===== config.mk =====
export PLATFORM = sky130hd
export DESIGN_NAME = edac16_flow
export DESIGN_NICKNAME = d
export VERILOG_FILES = /design/src/rtl/edac16_pkg.sv /design/src/rtl/edac16_col_rom.sv /design/src/rtl/edac16_chk_gen.sv /design/src/rtl/edac16_syn_decode.sv /design/src/rtl/edac16_flow.sv
export SDC_FILE = /design/constraint.sdc
export NUM_CORES = 1
export LEC_CHECK = 0
export BUFFER_PORTS_ARGS = -buffer_cell sky130_fd_sc_hd__buf_2
export CORE_UTILIZATION = 25
export DETAILED_ROUTE_END_ITERATION = 12
export PLACE_DENSITY = 0.5
export SLEW_MARGIN = 10
export SYNTH_ARGS = -nofsm -noshare
export SYNTH_HDL_FRONTEND = slang
export SYNTH_SLANG_ARGS = --single-unit

===== constraint.sdc =====
create_clock -name vclk -period 5
set_input_delay 0 -clock vclk [all_inputs]
set_output_delay 0 -clock vclk [all_outputs]
set_load 0.02 [all_outputs]

===== src/rtl/edac16_pkg.sv =====
package edac16_pkg;
  // In the narrow code, data bit 2 must own bits {2,3,4}. That value is
  // slot 9 of the ascending weight-3 list, so slots 2 and 9 trade places.
  localparam int unsigned PIN_BIT  = 2;
  localparam int unsigned PIN_SLOT = 9;

  // n-th smallest value with exactly three ones among width-bit values
  function automatic int unsigned nth_weight3(int unsigned n, int unsigned width);
    int unsigned cnt;
    int unsigned res;
    cnt = 0;
    res = 0;
    for (int unsigned v = 0; v < (32'd1 << width); v++) begin
      if ($countones(v) == 3) begin
        if (cnt == n) res = v;
        cnt++;
      end
    end
    return res;
  endfunction

  function automatic int unsigned narrow_slot(int unsigned bit_idx);
    if (bit_idx == PIN_BIT) return PIN_SLOT;
    if (bit_idx == PIN_SLOT) return PIN_BIT;
    return bit_idx;
  endfunction

  typedef enum logic [1:0] {
    SYN_CLEAN   = 2'd0,
    SYN_CHK_BIT = 2'd1,
    SYN_DATA    = 2'd2,
    SYN_UNCORR  = 2'd3
  } syn_class_e;
endpackage


===== src/rtl/edac16_col_rom.sv =====
module edac16_col_rom #(
  parameter int DATA_W   = 16,
  parameter int WIDE_W   = 8,
  parameter int NARROW_W = 6
) (
  input  logic                          narrow_i,
  output logic [DATA_W-1:0][WIDE_W-1:0] cols_o
);
  for (genvar i = 0; i < DATA_W; i++) begin : g_col
    localparam int unsigned WIDE_V   = edac16_pkg::nth_weight3(i, WIDE_W);
    localparam int unsigned NARROW_V =
      edac16_pkg::nth_weight3(edac16_pkg::narrow_slot(i), NARROW_W);
    localparam logic [WIDE_W-1:0] COL_W = WIDE_V[WIDE_W-1:0];
    localparam logic [WIDE_W-1:0] COL_N = NARROW_V[WIDE_W-1:0];
    assign cols_o[i] = narrow_i ? COL_N : COL_W;
  end
endmodule


===== src/rtl/edac16_chk_gen.sv =====
module edac16_chk_gen #(
  parameter int DATA_W = 16,
  parameter int WIDE_W = 8
) (
  input  logic [DATA_W-1:0]             data_i,
  input  logic [DATA_W-1:0][WIDE_W-1:0] cols_i,
  output logic [WIDE_W-1:0]             chk_o
);
  always_comb begin
    chk_o = '0;
    for (int i = 0; i < DATA_W; i++) begin
      if (data_i[i]) chk_o = chk_o ^ cols_i[i];
    end
  end
endmodule


===== src/rtl/edac16_syn_decode.sv =====
module edac16_syn_decode #(
  parameter int DATA_W = 16,
  parameter int WIDE_W = 8
) (
  input  logic [WIDE_W-1:0]             syn_i,
  input  logic [DATA_W-1:0][WIDE_W-1:0] cols_i,
  output logic [DATA_W-1:0]             hit_o,
  output edac16_pkg::syn_class_e        class_o
);
  import edac16_pkg::*;

  for (genvar i = 0; i < DATA_W; i++) begin : g_hit
    assign hit_o[i] = (syn_i == cols_i[i]);
  end

  always_comb begin
    if (syn_i == '0)                 class_o = SYN_CLEAN;
    else if ($countones(syn_i) == 1) class_o = SYN_CHK_BIT;
    else if (|hit_o)                 class_o = SYN_DATA;
    else                             class_o = SYN_UNCORR;
  end
endmodule


===== src/rtl/edac16_flow.sv =====
module edac16_flow #(
  parameter int DATA_W   = 16,
  parameter int WIDE_W   = 8,
  parameter int NARROW_W = 6
) (
  input  logic [DATA_W-1:0] wr_data_i,
  output logic [WIDE_W-1:0] chk_gen_o,
  input  logic [DATA_W-1:0] rd_data_i,
  input  logic [WIDE_W-1:0] rd_chk_i,
  input  logic              corr_en_i,
  input  logic              narrow_mode_i,
  output logic [DATA_W-1:0] rd_data_o,
  output logic [WIDE_W-1:0] syndrome_o,
  output logic              cerr_n_o,
  output logic              ncerr_n_o
);
  import edac16_pkg::*;

  localparam int PAD_W = WIDE_W - NARROW_W;
  localparam logic [WIDE_W-1:0] NARROW_MASK = {{PAD_W{1'b0}}, {NARROW_W{1'b1}}};

  logic [DATA_W-1:0][WIDE_W-1:0] cols;
  logic [WIDE_W-1:0]             rd_recalc;
  logic [WIDE_W-1:0]             width_mask;
  logic [WIDE_W-1:0]             syn;
  logic [DATA_W-1:0]             flip_mask;
  syn_class_e                    syn_class;

  // named events for the checker
  logic syn_zero, syn_chk_hit, syn_data_hit, syn_bad;

  edac16_col_rom #(.DATA_W(DATA_W), .WIDE_W(WIDE_W), .NARROW_W(NARROW_W)) u_rom (
    .narrow_i (narrow_mode_i),
    .cols_o   (cols)
  );

  edac16_chk_gen #(.DATA_W(DATA_W), .WIDE_W(WIDE_W)) u_gen_wr (
    .data_i (wr_data_i),
    .cols_i (cols),
    .chk_o  (chk_gen_o)
  );

  edac16_chk_gen #(.DATA_W(DATA_W), .WIDE_W(WIDE_W)) u_gen_rd (
    .data_i (rd_data_i),
    .cols_i (cols),
    .chk_o  (rd_recalc)
  );

  assign width_mask = narrow_mode_i ? NARROW_MASK : '1;
  assign syn        = (rd_recalc ^ rd_chk_i) & width_mask;

  edac16_syn_decode #(.DATA_W(DATA_W), .WIDE_W(WIDE_W)) u_dec (
    .syn_i   (syn),
    .cols_i  (cols),
    .hit_o   (flip_mask),
    .class_o (syn_class)
  );

  assign syn_zero     = (syn_class == SYN_CLEAN);
  assign syn_chk_hit  = (syn_class == SYN_CHK_BIT);
  assign syn_data_hit = (syn_class == SYN_DATA);
  assign syn_bad      = (syn_class == SYN_UNCORR);

  assign syndrome_o = syn;
  assign rd_data_o  = rd_data_i ^ ((corr_en_i && syn_data_hit) ? flip_mask : '0);
  assign cerr_n_o   = !(syn_chk_hit || syn_data_hit);
  assign ncerr_n_o  = !syn_bad;
endmodule


=== Yosys cells after proc, flatten, opt, wreduce, memory -nomap -nowiden ===
Index checks and enable logic that the tools add are counted.

* Bits in registers: 0
* Output and inout port bits: 34

* Add/subtract/negate cells: 7
* Equality and inequality tests: 20
* Mux-type cells: 39
* Bitwise gates (word level): 33
* Reductions and logical operators: 6

{| class="wikitable"
|+ Operator list
! cell !! count
|-
| $add 32x32->32 || 3
|-
| $not 3->3 || 26
|-
| $mux 6 || 12
|-
| $mux 5 || 12
|-
| $eq 8x6->1 const B || 6
|-
| $eq 8x5->1 const B || 5
|-
| $mux 8 || 5
|-
| $eq 32x2->1 const B || 1
|-
| $xor 8x5->8 || 4
|-
| $eq 8x4->1 const B || 2
|-
| $eq 8x5->1 || 2
|-
| $mux 16 || 1
|-
| $mux 4 || 4
|-
| $reduce_or 16->1 || 1
|-
| $xor 16x16->16 || 1
|-
| $add 1x1->2 || 4
|-
| $and 8x8->8 || 1
|-
| $eq 8x3->1 const B || 1
|-
| $logic_not 8->1 || 1
|-
| $xor 8x8->8 || 1
|-
| $mux 3 || 2
|-
| $eq 2x2->1 const B || 2
|-
| $mux 2 || 2
|-
| $eq 2x1->1 const B || 1
|-
| 4 further kinds || 5
|}

=== Longest topological paths before layout ===
* Depth after elaboration: 43
* Gate-level depth with buffers: 19
* Mapped depth without buffers: 18

=== By module ===
A second synthesis with hierarchy kept.

* Cell total of the unflattened synthesis: 933
* Area, all modules: 6884.1 um^2

{| class="wikitable"
|+ By module, submodules not included
! module !! instances !! cells an instance !! area an instance (um^2)
|-
| edac16_chk_gen || 2 || 264 || 1801.7
|-
| edac16_syn_decode || 1 || 225 || 1889.3
|-
| edac16_col_rom || 1 || 130 || 964.7
|-
| edac16_flow || 1 || 50 || 426.7
|}

=== Worst setup path after synthesis ===
OpenSTA, ideal clock, no wires.

* Kind: input-to-output
* Start: input rd_data_i[3]
* End: output rd_data_o[11]
* Arrival time: 4.540 ns
* Slack: 0.460 ns
* Stages: 17
* Path buffers: 0
* Path through: xnor2_1 > xnor2_1 > xnor2_1 > xor2_1 > ha_1 > fa_1 > fa_1 > ha_1 > fa_1 > nor4b_1 > a31oi_1 > or2_1 > ha_1 > and3_1 > nand2_1 > nor2_1 > xor2_1

* Elaborated cells between the ends (all ways): 57

{| class="wikitable"
|+ RTL lines
! what !! line !! source
|-
| from (decl) || edac16_flow.sv:8 || <nowiki>input logic [DATA_W-1:0] rd_data_i,</nowiki>
|-
| $mux 4 * || edac16_chk_gen.sv:12 || <nowiki>if (data_i[i]) chk_o = chk_o ^ cols_i[i];</nowiki>
|-
| $mux 5 * || edac16_chk_gen.sv:12 ||
|-
| $not 3->3 (no line) || - ||
|-
| $mux 5 * || edac16_chk_gen.sv:12 ||
|-
| $not 3->3 (no line) || - ||
|-
| $mux 5 * (3 in series) || edac16_chk_gen.sv:12 ||
|-
| $xor 8x5->8 || edac16_chk_gen.sv:12 ||
|-
| $mux 8 * || edac16_chk_gen.sv:12 ||
|-
| [11 not listed] || - ||
|-
| via syndrome_o[2] || edac16_flow.sv:13 || <nowiki>output logic [WIDE_W-1:0] syndrome_o,</nowiki>
|-
| [1 not listed] || - ||
|-
| $add 32x32->32 (not written as such) (2 in series) || edac16_syn_decode.sv:18 || <nowiki>else if ($countones(syn_i) == 1) class_o = SYN_CHK_BIT;</nowiki>
|-
| $eq 32x2->1 || edac16_syn_decode.sv:18 ||
|-
| $mux 2 || edac16_syn_decode.sv:18 ||
|-
| $mux 2 || edac16_syn_decode.sv:17 || <nowiki>if (syn_i == '0) class_o = SYN_CLEAN;</nowiki>
|-
| $eq 2x2->1 || edac16_flow.sv:61 || <nowiki>assign syn_data_hit = (syn_class == SYN_DATA);</nowiki>
|-
| $logic_and 1x1->1 || edac16_flow.sv:65 || <nowiki>assign rd_data_o = rd_data_i ^ ((corr_en_i && syn_data_hit) ? flip_mask : '0);</nowiki>
|-
| $mux 16 * || edac16_flow.sv:65 ||
|-
| $xor 16x16->16 * || edac16_flow.sv:65 ||
|-
| to (decl) || edac16_flow.sv:12 || <nowiki>output logic [DATA_W-1:0] rd_data_o,</nowiki>
|}

Mark *: on every way through the listed nets, which the timed path passes. The rest lies on a longest branch.

=== Worst setup path after layout ===
* Start: input rd_data_i[10]
* End: output rd_data_o[13]

* Longest elaborated chain between the ends: 23
* Elaborated cells between the ends (all ways): 44

{| class="wikitable"
|+ RTL lines
! what !! line
|-
| $mux 6 * || edac16_chk_gen.sv:12
|-
| $not 3->3 (no line) || -
|-
| $mux 6 * || edac16_chk_gen.sv:12
|-
| $not 3->3 (no line) || -
|-
| $mux 6 * || edac16_chk_gen.sv:12
|-
| $not 3->3 (no line) || -
|-
| $mux 6 * || edac16_chk_gen.sv:12
|-
| $not 3->3 (no line) || -
|-
| [6 not listed] || -
|-
| $add 32x32->32 (not written as such) (2 in series) || edac16_syn_decode.sv:18
|-
| $eq 32x2->1 || edac16_syn_decode.sv:18
|-
| $mux 2 || edac16_syn_decode.sv:18
|-
| $mux 2 || edac16_syn_decode.sv:17
|-
| $eq 2x2->1 || edac16_flow.sv:61
|-
| $logic_and 1x1->1 || edac16_flow.sv:65
|-
| $mux 16 * || edac16_flow.sv:65
|-
| $xor 16x16->16 * || edac16_flow.sv:65
|}

Mark *: on every way between the ends. The rest lies on a longest branch, timed or not.

==> flow_summary_export.csv <==
group,metric,value,unit
outcome,status,"completed",
synthesis,synth_top_cell_by_area,"xnor2_1",
synthesis,postSynthCellCount,173,
critical_path,path_class,"in2out",
grt,grt_overflow,0,
grt,grt.total_usage,0.120,
floorplan,num_rows,27,
critical_path,crit_fanout,6,
route,drc,0,
sta,hold_viol,0,
critical_path,cp.required,5.00,ns
layout,fin_util,0.349,
layout,drive_gt1_frac,0.360,
floorplan,io-pin-count,76,
place,place_area,1960,um2
layout,seq_cells,0,
synthesis,yosys_warnings,0,
route,wl_met1,1660,um
pwr,p_per_area,470,nW/um2
floorplan,core,5640,um2
floorplan,chipHeight,79.4,um
synthesis,synth_top_area_frac,0.257,
grt,grt_antenna_before_repair,0,
route,dr.pass1.iters,4,
layout,fin_nets,310,
critical_path,critPathLaunchType,"primary input",
synthesis,avgSynthCellArea,8.66,um2
pwr,power.switching,546,uW
clock_network,cts_hold_buf,0,
place,portBuffers,74,
synthesis,yosysUniqueCellTypes,32,
pwr,p_comb_frac,1.000,
pwr,internal-power,380,uW
grt,grt_pass1_wl,5920,um
sta,finalMaxSlewViolations,0,
layout,final_cell_area,1970,um2
pwr,power_frac_seq,0,
route,wl_met3,396,um
synthesis,synth_area_leaders,"xnor2_1, xor2_1, ha_1, xnor3_1, fa_1",
floorplan,dieArea,6300,um2
pwr,finalPower,926,uW
layout,seqCellArea,0,um2
route,via_count,1374,
layout,synthToLayoutAreaGrowth,31.6,%
synthesis,yosys.cell_count.top_type,"xnor2_1",
pwr,p_leak,0.997,nW
pwr,p_sw_frac,0.590,
sta,setup_viol,0,
layout,antennaDiodeCount,0,
floorplan,die_w,79.4,um
pwr,peakVddDrop,0.236,mV
grt,grt_max_degree,11,
route,wire_per_inst,12.1,um
min_path,hp-class,"in2out",
pwr,p_clk_frac,0,
route,drt_iter0_markers,55,
synthesis,synth_common_cells,"xnor2_1, xor2_1, nor2_1",
floorplan,start_util,0.265,
route,routed.top_layer,"met3",
synthesis,syn_area,1500,um2
route,wl_met2,1790,um
sta,period_share,0.941,
sta,finalCriticalPeriod,4.70,ns
grt,grt_pass1_vias,1226,
sta,final.setup.tns,0,ns
route,ant_nets,0,
place,gp_congestion,0.815,
route,drt_wl_total,3850,um
place,detailed_place_hpwl,3570,um
route,via_per_inst,4.31,
synthesis,yosysSeqAreaShare,0,
layout,clkbuf_count,0,
critical_path,critical_path_arrival,4.70,ns
flow_run,maxCapViolCount,0,
critical_path,worst_setup_path_end_kind,"primary output",
sta,fmax,0.213,GHz
sta,rsz0062_at_grt,"no",
-- critical path, stage by stage --
cell	delay [ns]
buf_2	0.11
xnor3_1	0.43
xnor3_1	0.52
inv_2	0.08
ha_1	0.28
inv_1	0.05
fa_1	0.37
inv_1	0.08
fa_1	0.42
ha_1	0.23
fa_1	0.45
nor4b_2	0.28
a31oi_1	0.08
or2_1	0.22
ha_1	0.24
and3_1	0.22
nand2_1	0.20
nor2_1	0.11
xor2_1	0.14
buf_2	0.18
-- final timing paths --
check,from,to,slack [ns],cells after the start
worst max-delay path,rd_data_i[10],rd_data_o[13],0.30,20
worst min-delay path,rd_data_i[14],rd_data_o[14],0.32,3
-- metrics by stage --
step	worst slack [ns]	std cells	hold WS (ns)
after floorplan	0.460	174	0.128
after global placement	0.239	319	0.328
after detailed placement	0.217	319	0.324
after CTS	0.197	319	0.325
after global routing	0.00822	319	0.337
final	0.295	319	0.324
-- layer usage --
layer	GRT usage	up-vias
met1	0.162	591
met2	0.217	84
met5	0	-
met4	0	0
met3	0.0126	0
li1	-	699
-- power groups by stage --
stage | registers, mW | logic (mW) | clock network [mW]
floorplan | 0 | 0.649 | 0
global placement | 0 | 0.904 | 0
detailed placement | 0 | 0.900 | 0
CTS | 0 | 0.903 | 0
global route | 0 | 1.03 | 0
finish | 0 | 0.926 | 0
-- logic make-up after synthesis --
logic type	after synthesis	share of synthesized area
fa+ha+maj	19	0.179
buf+inv	18	0.0510
mux	4	0.0267
other cells	1	0.00250
simple gates	45	0.149
compound gates	7	0.0301
xor+xnor	79	0.562
-- area by class of cell --
class / instances / area (um2)
fillers: 603 / 3670
inverters: 15 / 56.3
multi-input cells: 156 / 1440
repair buffers: 76 / 385
well taps: 72 / 90.1
-- cells in the final DEF, fill, tap and decap left out, types with 2 or more instances in the layout --
cell       n
nor2_1    16
xor2_1    24
mux2i_1    4
or3_1      2
inv_1     12
fa_1       4
inv_2      3
buf_4      2
buf_2     74
nand4_1    3
nand2b_1   2
a21oi_1    2
conb_1     2
xnor2_1   43
nand2_1   12
ha_1      15
xnor3_1    5
xnor2_2    3
xnor3_2    2
nand3_1    5
-- timing repair --
action,4_1_cts,5_1_grt
buffers inserted,0,0
setup endpoints to repair,0,11
resized for setup,0,2
Power figures use the tool's default switching activity.
